--- src/rtl/pwm_tmr_pkg.sv ---
package pwm_tmr_pkg;

  typedef enum logic {
    CMP_BELOW_HIGH = 1'b0,
    CMP_ABOVE_HIGH = 1'b1
  } cmp_mode_e;

  localparam int REG_PRESCALE = 0;
  localparam int REG_RELOAD   = 1;
  localparam int REG_MODE     = 2;
  localparam int REG_CMP_BASE = 3;

  function automatic int reg_slots(input int num_ch);
    return REG_CMP_BASE + num_ch;
  endfunction

endpackage

--- src/rtl/pwm_tick_gen.sv ---
module pwm_tick_gen #(
  parameter int CNT_W = 16
) (
  input  logic             clk,
  input  logic             rst_n,
  input  logic             run,
  input  logic [CNT_W-1:0] div,
  output logic             tick
);

  logic [CNT_W-1:0] pcnt;

  assign tick = run && (pcnt == div);

  always_ff @(posedge clk or negedge rst_n) begin
    if (!rst_n)      pcnt <= '0;
    else if (!run)   pcnt <= '0;
    else if (tick)   pcnt <= '0;
    else             pcnt <= pcnt + 1'b1;
  end

endmodule

--- src/rtl/pwm_period_cnt.sv ---
module pwm_period_cnt #(
  parameter int CNT_W = 16
) (
  input  logic             clk,
  input  logic             rst_n,
  input  logic             run,
  input  logic             tick,
  input  logic [CNT_W-1:0] reload,
  output logic [CNT_W-1:0] cnt,
  output logic             wrap
);

  assign wrap = tick && (cnt == reload);

  always_ff @(posedge clk or negedge rst_n) begin
    if (!rst_n)     cnt <= '0;
    else if (!run)  cnt <= '0;
    else if (wrap)  cnt <= '0;
    else if (tick)  cnt <= cnt + 1'b1;
  end

endmodule

--- src/rtl/pwm_cfg_regs.sv ---
module pwm_cfg_regs
  import pwm_tmr_pkg::*;
#(
  parameter int CNT_W  = 16,
  parameter int NUM_CH = 2,
  parameter int ADDR_W = 3
) (
  input  logic                          clk,
  input  logic                          rst_n,
  input  logic                          wr_en,
  input  logic [ADDR_W-1:0]             wr_addr,
  input  logic [CNT_W-1:0]              wr_data,
  input  logic                          run,
  input  logic                          wrap,
  output logic [CNT_W-1:0]              act_div,
  output logic [CNT_W-1:0]              act_reload,
  output logic [NUM_CH-1:0][CNT_W-1:0]  act_cmp,
  output logic [NUM_CH-1:0]             act_mode
);

  logic [CNT_W-1:0]             pend_div;
  logic [CNT_W-1:0]             pend_reload;
  logic [NUM_CH-1:0][CNT_W-1:0] pend_cmp;
  logic [NUM_CH-1:0]            pend_mode;
  logic                         load;

  // running copies follow the pending ones at a wrap or while idle
  assign load = wrap || !run;

  always_ff @(posedge clk or negedge rst_n) begin
    if (!rst_n) begin
      pend_div    <= '0;
      pend_reload <= '0;
      pend_mode   <= '0;
    end else if (wr_en) begin
      if (wr_addr == ADDR_W'(REG_PRESCALE)) pend_div    <= wr_data;
      if (wr_addr == ADDR_W'(REG_RELOAD))   pend_reload <= wr_data;
      if (wr_addr == ADDR_W'(REG_MODE))     pend_mode   <= wr_data[NUM_CH-1:0];
    end
  end

  for (genvar i = 0; i < NUM_CH; i++) begin : g_cmp
    always_ff @(posedge clk or negedge rst_n) begin
      if (!rst_n)
        pend_cmp[i] <= '0;
      else if (wr_en && wr_addr == ADDR_W'(REG_CMP_BASE + i))
        pend_cmp[i] <= wr_data;
    end
  end

  always_ff @(posedge clk or negedge rst_n) begin
    if (!rst_n) begin
      act_div    <= '0;
      act_reload <= '0;
      act_cmp    <= '0;
      act_mode   <= '0;
    end else if (load) begin
      act_div    <= pend_div;
      act_reload <= pend_reload;
      act_cmp    <= pend_cmp;
      act_mode   <= pend_mode;
    end
  end

endmodule

--- src/rtl/pwm_chan.sv ---
module pwm_chan
  import pwm_tmr_pkg::*;
#(
  parameter int CNT_W = 16
) (
  input  logic             run,
  input  logic [CNT_W-1:0] cnt,
  input  logic [CNT_W-1:0] cmp,
  input  cmp_mode_e        mode,
  output logic             out
);

  function automatic logic level(input logic [CNT_W-1:0] c,
                                 input logic [CNT_W-1:0] thr,
                                 input cmp_mode_e m);
    logic below;
    below = (c < thr);
    return (m == CMP_BELOW_HIGH) ? below : !below;
  endfunction

  assign out = run && level(cnt, cmp, mode);

endmodule

--- src/rtl/pwm_timer.sv ---
module pwm_timer
  import pwm_tmr_pkg::*;
#(
  parameter  int CNT_W  = 16,
  parameter  int NUM_CH = 2,
  localparam int ADDR_W = $clog2(reg_slots(NUM_CH))
) (
  input  logic              clk,
  input  logic              rst_n,
  input  logic              en,
  input  logic              wr_en,
  input  logic [ADDR_W-1:0] wr_addr,
  input  logic [CNT_W-1:0]  wr_data,
  output logic [NUM_CH-1:0] pwm_out
);

  logic                         tick;
  logic                         wrap;
  logic [CNT_W-1:0]             cnt;
  logic [CNT_W-1:0]             act_div;
  logic [CNT_W-1:0]             act_reload;
  logic [NUM_CH-1:0][CNT_W-1:0] act_cmp;
  logic [NUM_CH-1:0]            act_mode;

  pwm_cfg_regs #(.CNT_W(CNT_W), .NUM_CH(NUM_CH), .ADDR_W(ADDR_W)) u_regs (
    .clk(clk), .rst_n(rst_n), .wr_en(wr_en), .wr_addr(wr_addr),
    .wr_data(wr_data), .run(en), .wrap(wrap), .act_div(act_div),
    .act_reload(act_reload), .act_cmp(act_cmp), .act_mode(act_mode)
  );

  pwm_tick_gen #(.CNT_W(CNT_W)) u_tick (
    .clk(clk), .rst_n(rst_n), .run(en), .div(act_div), .tick(tick)
  );

  pwm_period_cnt #(.CNT_W(CNT_W)) u_period (
    .clk(clk), .rst_n(rst_n), .run(en), .tick(tick),
    .reload(act_reload), .cnt(cnt), .wrap(wrap)
  );

  for (genvar i = 0; i < NUM_CH; i++) begin : g_chan
    pwm_chan #(.CNT_W(CNT_W)) u_chan (
      .run(en), .cnt(cnt), .cmp(act_cmp[i]),
      .mode(cmp_mode_e'(act_mode[i])), .out(pwm_out[i])
    );
  end

endmodule

--- config.mk ---
export PLATFORM = sky130hd
export DESIGN_NAME = pwm_timer
export DESIGN_NICKNAME = d
export VERILOG_FILES = /design/src/rtl/pwm_tmr_pkg.sv /design/src/rtl/pwm_tick_gen.sv /design/src/rtl/pwm_period_cnt.sv /design/src/rtl/pwm_cfg_regs.sv /design/src/rtl/pwm_chan.sv /design/src/rtl/pwm_timer.sv
export SDC_FILE = /design/constraint.sdc
export NUM_CORES = 1
export LEC_CHECK = 0
export BUFFER_PORTS_ARGS = -buffer_cell sky130_fd_sc_hd__buf_2
export CORE_MARGIN = 2
export CORE_UTILIZATION = 62
export DETAILED_ROUTE_END_ITERATION = 8
export HOLD_SLACK_MARGIN = 0.05
export PLACE_DENSITY = 0.76
export SKIP_CTS_REPAIR_TIMING = 1
export SYNTH_ARGS = -nofsm -noshare
export SYNTH_HDL_FRONTEND = slang
export SYNTH_SLANG_ARGS = --single-unit
--- constraint.sdc ---
create_clock -name clk -period 2.5 [get_ports clk]
set_clock_uncertainty 0.05 [all_clocks]
set_input_delay 0.125 -clock clk [delete_from_list [all_inputs] [get_ports clk]]
set_output_delay 0.125 -clock clk [all_outputs]
set_load 0.02 [all_outputs]
==> flow_summary.toml <==
[run_status]
status = "complete, but fails checks"
violations = "negative setup slack"

[yosys]
yosys.area.top_type = "dfrtp_1"
synth_simple_gate_area_share = 0.103
synth_cells = 657
ys.flop_type = "dfrtp_1"
syn_area_um2 = 7810
synth.distinct_cells = 46
synth_compound_area_frac = 0.0804
synthXorXnorAreaFrac = 0.0516
synthMuxAreaShare = 0.150
syn_avg_cell_area_um2 = 11.9
netlist.area_leader.share = 0.525
synth.area.top_cells = "dfrtp_1, mux2_2, ha_1"
synth-edff-count = 0
seq_area_frac_synth = 0.525
synthAdderAreaFrac = 0.0513
synth_top_family_by_area = "multiplexers"
synth_fp_nets = 712
synth_warnings = 0
async_reset_ff_frac = 1.00
ys_ff_latch = 164

[worst_setup_path]
slowest_stage = "dfrtp_2"
critical_path_depth = 7
critPathMaxFanout = 5
rr_worst_depth = 9
end_kind = "primary output"
cp.arrival_ps = 2370
worst-path-buf-inv = 1
crit_type = "flip-flop to primary output"
start_kind = "flip-flop"
path_cells = "ha_4, and3_4, a221o_1, a31oi_2, o21a_1, mux2i_1, buf_4"
cp.required_ps = 2330
crit_path_max_incr_delay_ps = 470
cpLargestDelayFamily = "compound AO/OA/AOI/OAI gates"

[placed_design]
dp_slack_ps = 132
gp_congestion = 0.880
portBuffers = 24
dp_hpwl_mm = 11.6

[timing]
maxSlewHeadroom = 0.533
setup_violations = 2
tns_ps = -73.6
max_clock_freq_mhz = 393
holdWs_ps = 131
period_share = 1.02
setup_slack_ps = -46.4
hold_viol = 0
period_needed_ps = 2550
tightest_slew_ps = 700
rsz0062_at_grt = "true"
slew_viol_final = 0

[layout]
multi_input_area_um2 = 3600
nets = 776
syn2layout_area_growth_pct = 17.7
final_util = 0.738
fill_cells = 836
drive_gt1_frac = 0.327
seqCellArea_um2 = 4120
antenna_cells = 0

[route]
drc = 0
ant_nets = 0
wl_per_cell_um = 19.8
wl_mm = 17.9
dr.first_iter.drc_count = 454
firstDrtPassIters = 5
vias_per_cell = 5.88
route.vias.total = 5320

[die]
start_util = 0.627
core_um2 = 12500
die-area_um2 = 13500
io_pins = 25
die_y_um = 116
num_rows = 41
die_w_um = 116

[cts]
worstSkewPairLatency_ps = 430
root_buffer = "clkbuf_16"
cts_tree = "yes"
clockBufferDepth = 2
cts-htree-levels = 4
cts.sinks = 164
clk_pin_slew_ps = 60
numCtsBuffers = 17

[hold_path]
hold_depth = 3
hold_class = "primary input to flip-flop"

[run]
drv_cap = 0

[grt]
grt_pass1_wl_mm = 27.4
overflow = 0
grt_max_degree = 77
track_usage = 0.271
antenna_found_initial = 0
grt_pass1_vias = 5311

[power_and_ir_drop]
power_density_nw_per_um2 = 779
irDropWorstVdd_v = 0.000463
p_leak_uw = 0.00406
metrics by stage:
step	area (um^2)	total power (uW)	instances
3_3_place_gp	8140	4510	843
5_1_grt	9200	7480	904
4_1_cts	8700	7090	873
3_5_place_dp	8140	4590	843
6_report	9200	7160	904
2_1_floorplan	7810	4210	657
worst min-delay path, cell delays in order:
cell and delay (ps):
buf_2 130, nor2_1 80, mux2_2 220
where the power goes:
part	leakage (uW)	internal [uW]	switching, uW	total (uW)
clock network	0.000257	1480	1020	2500
logic	0.00178	614	615	1230
registers	0.00203	3150	285	3430
total	0.00406	5240	1920	7160
cells in the mapped netlist, types with 6 or more instances:
cell type and count:
dfrtp_1 164, mux2_2 96, nand2_1 57, nor2_1 34, ha_1 32, inv_1 30, xnor2_1 24, xor2_1 22
o21ai_2 20, nand3_1 14, o211ai_1 14, and3_1 13, o21ai_0 12, a21oi_1 11, nand4_1 10, o21ai_1 10
buf_2 9, clkbuf_1 8, buf_6 7, mux2_1 6, nand3b_1 6, nor4_1 6, o41ai_1 6
state kept, by name, indices dropped and copies added (netlist names):
| signal | flops |
|---|---|
| u_regs.pend_div | 16 |
| u_regs.pend_cmp | 32 |
| u_regs.pend_mode | 2 |
| u_regs.act_reload | 16 |
| u_regs.act_mode | 2 |
| u_period.cnt | 16 |
| u_regs.act_div | 16 |
| u_regs.act_cmp | 32 |
| u_regs.pend_reload | 16 |
| u_tick.pcnt | 16 |
layer usage:
layer  wire length, um  share of wire  track usage
met4               445          0.025       0.0905
met3               553          0.031       0.0545
met2              9020           0.50        0.443
met5                 0              0            0
met1              7860           0.44        0.366
worst paths after layout:
kind,from,to,slack (ps)
max,u_period.cnt[5],pwm_out[1],-50
min,wr_addr[0],u_regs.pend_mode[1],130
max reg2reg,u_period.cnt[9],u_regs.act_cmp[10],20
min reg2reg,u_regs.pend_cmp[30],u_regs.act_cmp[30],430
max in group asynchronous,rst_n,u_regs.act_cmp[24],1310
min in group asynchronous,rst_n,u_regs.pend_div[5],250
logic make-up (layout without fill, tap and decap cells):
group           after synthesis  count (layout)
fa+ha+maj                    32              32
buf+inv                      59             134
xor+xnor                     46              46
compound gates               89              89
flops                       164             164
mux                         104             104
simple gates                163             163
area by class of cell:
cell class,instances,share of cell area
flip-flops and latches,164,0.448
well taps,172,0.0234
clock inverters,9,0.0117
clock buffers,21,0.0490
repair buffers,73,0.0638
inverters,31,0.0127
multi-input cells,434,0.392
cells in the final DEF, fill, tap and decap left out, types with 22 or more instances in the layout:
cell type / count
xnor2_1: 24
xor2_1: 22
buf_4: 27
nor2_1: 34
mux2_2: 96
nand2_1: 56
ha_1: 22
inv_1: 27
dfrtp_1: 154
Power figures use the tool's default switching activity.
